===== src/rtl/ptrfetch_pkg.sv =====
package ptrfetch_pkg;

  typedef enum logic [2:0] {
    ST_IDLE = 3'd0,
    ST_AR1  = 3'd1,
    ST_R1   = 3'd2,
    ST_AR2  = 3'd3,
    ST_R2   = 3'd4,
    ST_DONE = 3'd5
  } seq_state_e;

  localparam logic [1:0] RESP_OKAY  = 2'b00;
  localparam logic [1:0] BURST_INCR = 2'b01;

  localparam logic [1:0] IDX_BASE   = 2'd0;
  localparam logic [1:0] IDX_OFFSET = 2'd1;
  localparam logic [1:0] IDX_RESULT = 2'd2;
  localparam logic [1:0] IDX_STATUS = 2'd3;

endpackage


===== src/rtl/ptrfetch_lite_slv.sv =====
module ptrfetch_lite_slv
  import ptrfetch_pkg::*;
#(
  parameter  int WORD_W  = 32,
  localparam int STRB_W  = WORD_W / 8,
  localparam int IDX_LSB = $clog2(STRB_W),
  localparam int S_AW    = IDX_LSB + 2
) (
  input  logic              clk,
  input  logic              rst_n,
  input  logic [S_AW-1:0]   s_awaddr,
  input  logic              s_awvalid,
  output logic              s_awready,
  input  logic [WORD_W-1:0] s_wdata,
  input  logic [STRB_W-1:0] s_wstrb,
  input  logic              s_wvalid,
  output logic              s_wready,
  output logic [1:0]        s_bresp,
  output logic              s_bvalid,
  input  logic              s_bready,
  input  logic [S_AW-1:0]   s_araddr,
  input  logic              s_arvalid,
  output logic              s_arready,
  output logic [WORD_W-1:0] s_rdata,
  output logic [1:0]        s_rresp,
  output logic              s_rvalid,
  input  logic              s_rready,
  output logic              wr_en,
  output logic [1:0]        wr_idx,
  output logic [WORD_W-1:0] wr_data,
  output logic [STRB_W-1:0] wr_strb,
  output logic [1:0]        rd_idx,
  input  logic [WORD_W-1:0] rd_word
);

  logic              bvalid_q, bvalid_d, bvalid_en;
  logic              rvalid_q, rvalid_d, rvalid_en;
  logic [WORD_W-1:0] rdata_q, rdata_d;
  logic              wr_fire, rd_fire;
  logic              wr_aligned, rd_aligned;

  // A write is taken only when address and data arrive together
  assign wr_fire    = s_awvalid & s_wvalid & ~bvalid_q;
  assign rd_fire    = s_arvalid & ~rvalid_q;
  assign wr_aligned = (s_awaddr[IDX_LSB-1:0] == '0);
  assign rd_aligned = (s_araddr[IDX_LSB-1:0] == '0);

  assign s_awready = wr_fire;
  assign s_wready  = wr_fire;
  assign s_arready = ~rvalid_q;
  assign s_bvalid  = bvalid_q;
  assign s_bresp   = RESP_OKAY;
  assign s_rvalid  = rvalid_q;
  assign s_rresp   = RESP_OKAY;
  assign s_rdata   = rdata_q;

  assign wr_en   = wr_fire & wr_aligned;
  assign wr_idx  = s_awaddr[IDX_LSB+1:IDX_LSB];
  assign wr_data = s_wdata;
  assign wr_strb = s_wstrb;
  assign rd_idx  = s_araddr[IDX_LSB+1:IDX_LSB];

  always_comb begin
    bvalid_en = wr_fire | (bvalid_q & s_bready);
    bvalid_d  = wr_fire;
    rvalid_en = rd_fire | (rvalid_q & s_rready);
    rvalid_d  = rd_fire;
    rdata_d   = rd_aligned ? rd_word : '0;
  end

  always_ff @(posedge clk or negedge rst_n) begin
    if (!rst_n) begin
      bvalid_q <= 1'b0;
      rvalid_q <= 1'b0;
      rdata_q  <= '0;
    end else begin
      if (bvalid_en) bvalid_q <= bvalid_d;
      if (rvalid_en) rvalid_q <= rvalid_d;
      if (rd_fire)   rdata_q  <= rdata_d;
    end
  end

endmodule


===== src/rtl/ptrfetch_regs.sv =====
module ptrfetch_regs
  import ptrfetch_pkg::*;
#(
  parameter  int WORD_W = 32,
  localparam int STRB_W = WORD_W / 8
) (
  input  logic              clk,
  input  logic              rst_n,
  input  logic              wr_en,
  input  logic [1:0]        wr_idx,
  input  logic [WORD_W-1:0] wr_data,
  input  logic [STRB_W-1:0] wr_strb,
  input  logic [1:0]        rd_idx,
  output logic [WORD_W-1:0] rd_word,
  input  logic              busy,
  input  logic              done,
  input  logic              error,
  input  logic [WORD_W-1:0] result,
  output logic [WORD_W-1:0] base,
  output logic [WORD_W-1:0] offset,
  output logic              start
);

  logic [WORD_W-1:0] base_q, offset_q;
  logic              start_q, start_d;
  logic              base_sel, offset_sel;

  assign base_sel   = wr_en & (wr_idx == IDX_BASE);
  assign offset_sel = wr_en & (wr_idx == IDX_OFFSET);

  for (genvar g = 0; g < STRB_W; g++) begin : g_byte
    logic base_en, offset_en;
    assign base_en   = base_sel & wr_strb[g];
    assign offset_en = offset_sel & wr_strb[g];

    always_ff @(posedge clk or negedge rst_n) begin
      if (!rst_n) begin
        base_q[g*8 +: 8]   <= 8'h00;
        offset_q[g*8 +: 8] <= 8'h00;
      end else begin
        if (base_en)   base_q[g*8 +: 8]   <= wr_data[g*8 +: 8];
        if (offset_en) offset_q[g*8 +: 8] <= wr_data[g*8 +: 8];
      end
    end
  end

  // Launch one cycle later so the new offset is already held
  assign start_d = offset_sel & ~busy;

  always_ff @(posedge clk or negedge rst_n) begin
    if (!rst_n) start_q <= 1'b0;
    else        start_q <= start_d;
  end

  always_comb begin
    rd_word = '0;
    unique case (rd_idx)
      IDX_BASE:   rd_word = base_q;
      IDX_OFFSET: rd_word = offset_q;
      IDX_RESULT: rd_word = result;
      IDX_STATUS: rd_word[2:0] = {error, done, busy};
      default:    rd_word = '0;
    endcase
  end

  assign base   = base_q;
  assign offset = offset_q;
  assign start  = start_q;

endmodule


===== src/rtl/ptrfetch_seq.sv =====
module ptrfetch_seq
  import ptrfetch_pkg::*;
#(
  parameter  int WORD_W = 32,
  parameter  int ID_W   = 4,
  localparam int STRB_W = WORD_W / 8,
  localparam logic [2:0] BEAT_SIZE = 3'($clog2(STRB_W))
) (
  input  logic              clk,
  input  logic              rst_n,
  input  logic              start,
  input  logic [WORD_W-1:0] base,
  input  logic [WORD_W-1:0] offset,
  output logic [ID_W-1:0]   m_arid,
  output logic [WORD_W-1:0] m_araddr,
  output logic [7:0]        m_arlen,
  output logic [2:0]        m_arsize,
  output logic [1:0]        m_arburst,
  output logic              m_arvalid,
  input  logic              m_arready,
  input  logic [WORD_W-1:0] m_rdata,
  input  logic [1:0]        m_rresp,
  input  logic              m_rvalid,
  output logic              m_rready,
  output logic [WORD_W-1:0] result,
  output logic              busy,
  output logic              done,
  output logic              error
);

  seq_state_e        state_q, state_d;
  logic [WORD_W-1:0] addr_q, addr_d;
  logic [WORD_W-1:0] result_q;
  logic              done_q, done_d, done_en;
  logic              err_q, err_d, err_en;
  logic              addr_en, res_en;
  logic              idle_like, go, resp_ok, first_ok, bad_beat;

  assign idle_like = (state_q == ST_IDLE) | (state_q == ST_DONE);
  assign go        = start & idle_like;
  assign resp_ok   = (m_rresp == RESP_OKAY);
  assign first_ok  = (state_q == ST_R1) & m_rvalid & resp_ok;
  assign res_en    = (state_q == ST_R2) & m_rvalid & resp_ok;
  assign bad_beat  = ((state_q == ST_R1) | (state_q == ST_R2)) & m_rvalid & ~resp_ok;

  always_comb begin
    state_d = state_q;
    unique case (state_q)
      ST_IDLE, ST_DONE: state_d = start ? ST_AR1 : ST_IDLE;
      ST_AR1: if (m_arready) state_d = ST_R1;
      ST_R1:  if (m_rvalid)  state_d = resp_ok ? ST_AR2 : ST_IDLE;
      ST_AR2: if (m_arready) state_d = ST_R2;
      ST_R2:  if (m_rvalid)  state_d = resp_ok ? ST_DONE : ST_IDLE;
      default: state_d = ST_IDLE;
    endcase
  end

  always_comb begin
    addr_en = go | first_ok;
    addr_d  = first_ok ? m_rdata : (base + offset);
    done_en = go | res_en;
    done_d  = res_en;
    err_en  = go | bad_beat;
    err_d   = bad_beat;
  end

  always_ff @(posedge clk or negedge rst_n) begin
    if (!rst_n) begin
      state_q  <= ST_IDLE;
      addr_q   <= '0;
      result_q <= '0;
      done_q   <= 1'b0;
      err_q    <= 1'b0;
    end else begin
      state_q <= state_d;
      if (addr_en) addr_q   <= addr_d;
      if (res_en)  result_q <= m_rdata;
      if (done_en) done_q   <= done_d;
      if (err_en)  err_q    <= err_d;
    end
  end

  assign m_arvalid = (state_q == ST_AR1) | (state_q == ST_AR2);
  assign m_rready  = (state_q == ST_R1)  | (state_q == ST_R2);
  assign m_araddr  = addr_q;
  assign m_arid    = '0;
  assign m_arlen   = 8'd0;
  assign m_arsize  = BEAT_SIZE;
  assign m_arburst = BURST_INCR;

  assign result = result_q;
  assign busy   = ~idle_like;
  assign done   = done_q;
  assign error  = err_q;

endmodule


===== src/rtl/ptrfetch_engine.sv =====
module ptrfetch_engine
  import ptrfetch_pkg::*;
#(
  parameter  int WORD_W  = 32,
  parameter  int ID_W    = 4,
  localparam int STRB_W  = WORD_W / 8,
  localparam int S_AW    = $clog2(STRB_W) + 2
) (
  input  logic              clk,
  input  logic              rst_n,
  input  logic [S_AW-1:0]   s_awaddr,
  input  logic              s_awvalid,
  output logic              s_awready,
  input  logic [WORD_W-1:0] s_wdata,
  input  logic [STRB_W-1:0] s_wstrb,
  input  logic              s_wvalid,
  output logic              s_wready,
  output logic [1:0]        s_bresp,
  output logic              s_bvalid,
  input  logic              s_bready,
  input  logic [S_AW-1:0]   s_araddr,
  input  logic              s_arvalid,
  output logic              s_arready,
  output logic [WORD_W-1:0] s_rdata,
  output logic [1:0]        s_rresp,
  output logic              s_rvalid,
  input  logic              s_rready,
  output logic [ID_W-1:0]   m_arid,
  output logic [WORD_W-1:0] m_araddr,
  output logic [7:0]        m_arlen,
  output logic [2:0]        m_arsize,
  output logic [1:0]        m_arburst,
  output logic              m_arvalid,
  input  logic              m_arready,
  input  logic [WORD_W-1:0] m_rdata,
  input  logic [1:0]        m_rresp,
  input  logic              m_rvalid,
  output logic              m_rready
);

  logic [1:0]        rst_sync_q;
  logic              rst_sync_n;
  logic              wr_en;
  logic [1:0]        wr_idx, rd_idx;
  logic [WORD_W-1:0] wr_data, rd_word;
  logic [STRB_W-1:0] wr_strb;
  logic [WORD_W-1:0] base_w, offset_w, result_w;
  logic              seq_start, busy_w, done_w, error_w;

  // Reset asserts at once and releases on the clock
  always_ff @(posedge clk or negedge rst_n) begin
    if (!rst_n) rst_sync_q <= 2'b00;
    else        rst_sync_q <= {rst_sync_q[0], 1'b1};
  end
  assign rst_sync_n = rst_sync_q[1];

  ptrfetch_lite_slv #(.WORD_W(WORD_W)) u_slv (
    .clk(clk), .rst_n(rst_sync_n),
    .s_awaddr(s_awaddr), .s_awvalid(s_awvalid), .s_awready(s_awready),
    .s_wdata(s_wdata), .s_wstrb(s_wstrb), .s_wvalid(s_wvalid), .s_wready(s_wready),
    .s_bresp(s_bresp), .s_bvalid(s_bvalid), .s_bready(s_bready),
    .s_araddr(s_araddr), .s_arvalid(s_arvalid), .s_arready(s_arready),
    .s_rdata(s_rdata), .s_rresp(s_rresp), .s_rvalid(s_rvalid), .s_rready(s_rready),
    .wr_en(wr_en), .wr_idx(wr_idx), .wr_data(wr_data), .wr_strb(wr_strb),
    .rd_idx(rd_idx), .rd_word(rd_word)
  );

  ptrfetch_regs #(.WORD_W(WORD_W)) u_regs (
    .clk(clk), .rst_n(rst_sync_n),
    .wr_en(wr_en), .wr_idx(wr_idx), .wr_data(wr_data), .wr_strb(wr_strb),
    .rd_idx(rd_idx), .rd_word(rd_word),
    .busy(busy_w), .done(done_w), .error(error_w), .result(result_w),
    .base(base_w), .offset(offset_w), .start(seq_start)
  );

  ptrfetch_seq #(.WORD_W(WORD_W), .ID_W(ID_W)) u_seq (
    .clk(clk), .rst_n(rst_sync_n),
    .start(seq_start), .base(base_w), .offset(offset_w),
    .m_arid(m_arid), .m_araddr(m_araddr), .m_arlen(m_arlen), .m_arsize(m_arsize),
    .m_arburst(m_arburst), .m_arvalid(m_arvalid), .m_arready(m_arready),
    .m_rdata(m_rdata), .m_rresp(m_rresp), .m_rvalid(m_rvalid), .m_rready(m_rready),
    .result(result_w), .busy(busy_w), .done(done_w), .error(error_w)
  );

endmodule


===== config.mk =====
export PLATFORM = sky130hd
export DESIGN_NAME = ptrfetch_engine
export DESIGN_NICKNAME = d
export VERILOG_FILES = /design/src/rtl/ptrfetch_pkg.sv /design/src/rtl/ptrfetch_lite_slv.sv /design/src/rtl/ptrfetch_regs.sv /design/src/rtl/ptrfetch_seq.sv /design/src/rtl/ptrfetch_engine.sv
export SDC_FILE = /design/constraint.sdc
export NUM_CORES = 1
export LEC_CHECK = 0
export BUFFER_PORTS_ARGS = -buffer_cell sky130_fd_sc_hd__buf_2
export CELL_PAD_IN_SITES_DETAIL_PLACEMENT = 1
export CELL_PAD_IN_SITES_GLOBAL_PLACEMENT = 2
export CORE_AREA = 3 3 187 134
export CTS_CLUSTER_DIAMETER = 80
export CTS_CLUSTER_SIZE = 24
export DETAILED_ROUTE_END_ITERATION = 8
export DIE_AREA = 0 0 190 137
export HOLD_SLACK_MARGIN = 0.03
export PLACE_DENSITY_LB_ADDON = 0.12
export SLEW_MARGIN = 20
export SYNTH_ARGS = -nofsm -noshare
export SYNTH_HDL_FRONTEND = slang
export SYNTH_SLANG_ARGS = --single-unit

===== constraint.sdc =====
create_clock -name clk -period 12.9 [get_ports clk]
set_input_delay 2.58 -clock clk [delete_from_list [all_inputs] [get_ports clk]]
set_output_delay 2.58 -clock clk [all_outputs]
set_load 0.03 [all_outputs]

==> summary.txt <==
Die
  – Initial core utilization: 37.6%
  – Cell Rows: 47
  – Die Outline Area: roughly 0.026 sq mm
  – Y dimension of the die: 137 um
  – Die Span X: 190 um
  – Area inside the core boundary: around 0.023 sq mm
  – Top-level I/O count: 179

Global route
  – Initial antenna violation count: 0
  – Maximum number of pins on one net before global-route repair: 75
  – GRT Residual Overflow: 0
  – Number of global-route vias before repair: 7332
  – Overall routing resource usage: 21.2%
  – Global-route wire length before repair: about 43 mm

Power
  – Cell internal pwr: 1.07 mW
  – Pleak: 5.22 nW
  – Power density over the cells: approximately 160 mW/mm^2
  – Net Sw Power: 0.555 mW
  – Power share of the sequential group: 41.5%
  – Clock power frac: 32.9%
  – Total power draw: 1.62 mW
  – Combinational share of power: 25.6%
  – Maximum VDD drop: 0.0000972 V
  – Proportion of total power due to net switching: 34.3%

Worst setup path
  – Data required time of the critical path: 10.32 ns
  – Crit path depth: 4
  – Kind of cell with the highest combined delay on the critical path: buffers and inverters
  – Category of the worst setup path launch point: input pin
  – Largest fanout of any net on the critical path: 3
  – Worst Path Class, Setup: input pin to output pin
  – Cell type of the slowest stage on the worst timing path: sky130_fd_sc_hd__buf_2
  – Arrival @ worst endpoint: 3.05 ns
  – Endpoint type of the worst setup path: output pin
  – Count of buffer and inverter cells on the critical path: 3
  – Cell mode on critical path: sky130_fd_sc_hd__buf_2
  – Ordered list of cells on the worst path: buf_2 -> nand3_1 -> inv_1 -> buf_2
  – FF-to-FF path depth: 11
  – Largest stage delay, worst path: 0.19 ns

Synth
  – Mean instance size in the synthesized netlist: 11.1 sq um
  – Netlist area before placement: roughly 0.0088 sq mm
  – Fraction of synthesized area in multiplexers: 16.4%
  – Yosys Warn Count: 0
  – Number of different library cells in the post-synthesis netlist: 53
  – Most used flip-flop cell after synthesis: sky130_fd_sc_hd__dfrtp_1
  – Share of the yosys chip area belonging to registers: between 40% and 50%
  – Parity-gate share of the synthesized area counting xor and xnor cells: around 2.8%
  – Synth Area in Compound Gates: 16.1%
  – Largest family of logic cells by synthesized area: multiplexers
  – Post-Synthesis Cells: 795
  – Fraction of the mapped netlist area in simple logic gates: slightly below 8%
  – Number of flops mapped to enable cells by yosys: 0
  – Post-Synth Adder-Cell Area: 4.63%
  – FF+latch count, synth: 170
  – Async set or reset register ratio after synthesis: 100%

Cells and area
  – Commonest non-fill, non-tap cell in the layout: sky130_fd_sc_hd__dfrtp_1
  – Area occupied by registers: 0.00426 sq mm
  – Fill cell total of the finished layout: 2601
  – Commonest cells after routing, fill and taps aside: sky130_fd_sc_hd__dfrtp_1, sky130_fd_sc_hd__buf_2, sky130_fd_sc_hd__mux2_2, sky130_fd_sc_hd__o21ai_0, sky130_fd_sc_hd__nand2_1
  – Multi-input combinational cell area: 0.00432 sq mm
  – Number of nets in the final layout: around 1100
  – Area Overhead vs Synth: 18.4%
  – Layout cell share with drive strength beyond 1: 32.6%
  – Final antenna diode count: 0

Clock tree
  – Buffer cell driving the clock tree root: sky130_fd_sc_hd__clkbuf_16
  – Clock tree from TritonCTS: yes
  – Clock-pin slew of the registers on the worst-case setup and hold paths: 0.07 ns
  – Count of cells resized by post-cts repair: 0
  – Clock latency on the worst-skew pair: around 0.44 ns
  – CTS H-tree depth: 4
  – CTS Hold Bufs: 0
  – Clock buffers created by TritonCTS: 17
  – Sinks on the clock net: 170
  – Clock buffer depth: 2
  – Number of buffers added for setup after CTS: 0

STA
  – Maximum clock skew at final layout: approximately 0.020 ns
  – Unrepaired setup endpoints after global routing: no
  – Normalized max-slew margin: 28.0%
  – Final-report setup violation count: 0
  – Setup tns final: 0 ns
  – Timing-limited maximum frequency: 178 MHz
  – Period utilization: 43.6%
  – Final critical-path required period: ~5.6 ns
  – Worst slew pin tran: 1.08 ns
  – Final Max Slew Viols: 0
  – Final Hold Viols: 0

Placement
  – Estimated wirelength of the detail-placed design: 19.2 mm
  – PortBufs: 157
  – GP Congestion: between 0.7 and 0.8

Worst hold path
  – Type of the worst min-delay path: flip-flop to asynchronous set/reset pin

Drt
  – Ratio of routed vias to standard cells: 5.34
  – Average detailed-routed wire length per instance: 21.6 um
  – Detailed router's first-iteration violation count: 268
  – Wire length after detailed routing: 27.4 mm
  – Final ANT Viol Nets: 0
  – DRC violations left: 0
  – Router iterations before antenna repair: 4
  – Overall via count from detail_route: 6777

Status
  – Run status: finished clean

Run
  – Max-cap check violation count: 0
==> cells in the mapped netlist, drive strengths merged, types with 2 or more instances <==
library cell    n  area share (%)
a31o            2            0.20
o21bai          2            0.17
ha             31             4.4
conb            2           0.085
nor3b           3            0.26
mux2           96              12
o211ai          3            0.37
a31oi           6            0.43
clkbuf         36             1.5
a21boi          2            0.17
a21o           12             1.0
o21ai          77             4.4
nor2           21            0.89
dfrtp         170              48
o21a            2            0.17
a221o           2            0.23
and2            3            0.21
a211oi          3            0.31
nand2b          9            0.64
mux4            2            0.51
nand4           9            0.64
nand2          68             2.9
inv             6            0.26
a221oi          2            0.27
a22oi          28             2.4
mux2i          32             3.6
xnor2          14             1.4
nor3            6            0.34
nand3          10            0.57
a21oi          39             2.2
xor2           14             1.4
buf            26             2.0
nor2b           9            0.64
a22o           33             3.3
and3            3            0.21
==> registers in the layout (all words and copies together), names as in the netlist <==
| signal | flops |
|---|---|
| u_regs.base | 32 |
| u_slv.s_rdata | 32 |
| u_seq.m_araddr | 32 |
| u_seq.done | 1 |
| rst_sync_q | 2 |
| u_seq.error | 1 |
| u_seq.state_q | 3 |
| u_regs.offset | 32 |
| u_seq.result | 32 |
| u_slv.s_bvalid | 1 |
| u_slv.s_rvalid | 1 |
| u_regs.start | 1 |
==> power groups by stage <==
stage          logic [mW]  clock network, mW  registers, mW
2_1_floorplan       0.183                  0          0.774
3_3_place_gp        0.405                  0          0.677
3_5_place_dp        0.416                  0          0.682
4_1_cts             0.420              0.547          0.673
5_1_grt             0.453              0.567          0.684
6_report            0.415              0.533          0.673
==> cell type report <==
type | count | area share (%)
multi-input combinational | 577 | 41.3
clock buffer | 21 | 4.51
inverter | 6 | 0.216
sequential | 170 | 40.8
clock inverter | 11 | 1.26
tap | 318 | 3.81
timing repair buffer | 165 | 8.10
==> routing by layer <==
layer  vias up  share of wire (%)  global-route usage [%]
met2       154                 46                    34.1
met5         -                  0                       0
met1      3465                 49                    30.3
li1       3149                  -                       -
met4         0               0.39                    2.75
met3         9                4.5                    4.71
==> per-stage QoR <==
stage                     setup WS [ns]  instance area [sq um]  hold slack [ns]  instances  utilization, %
final                              7.27                  10400            0.232       1268            44.5
after global routing               7.22                  10400            0.259       1268            44.5
after CTS                          7.25                  10400            0.245       1268            44.5
after detailed placement           7.25                   9840            0.234       1236            41.9
after global placement             7.29                   9840            0.223       1236            41.9
after floorplan                    7.21                   8890            0.331        815               -
==> worst paths after layout <==
check | from | slack [ns] | endpoint
max | s_awvalid | 7.27 | s_wready
min | rst_sync_q[1]$_DFF_PN0_ | 0.23 | u_slv.s_rdata[12]$_DFFE_PN0P_
max reg2reg | u_regs.base[0]$_DFFE_PN0P_ | 9.74 | u_seq.m_araddr[26]$_DFFE_PN0P_
min reg2reg | rst_sync_q[1]$_DFF_PN0_ | 0.23 | u_slv.s_rdata[12]$_DFFE_PN0P_
max in group asynchronous | rst_n | 10.88 | rst_sync_q[1]$_DFF_PN0_
min in group clk | rst_sync_q[0]$_DFF_PN0_ | 0.35 | rst_sync_q[1]$_DFF_PN0_
==> logic make-up (layout without fill, tap and decap cells) <==
kind of cell	after synthesis	in the layout
mux	130	130
flops	170	170
buf+inv	68	203
simple gates	147	147
fa+ha+maj	32	32
compound gates	218	218
other cells	2	22
xor+xnor	28	28
Power figures use the tool's default switching activity.
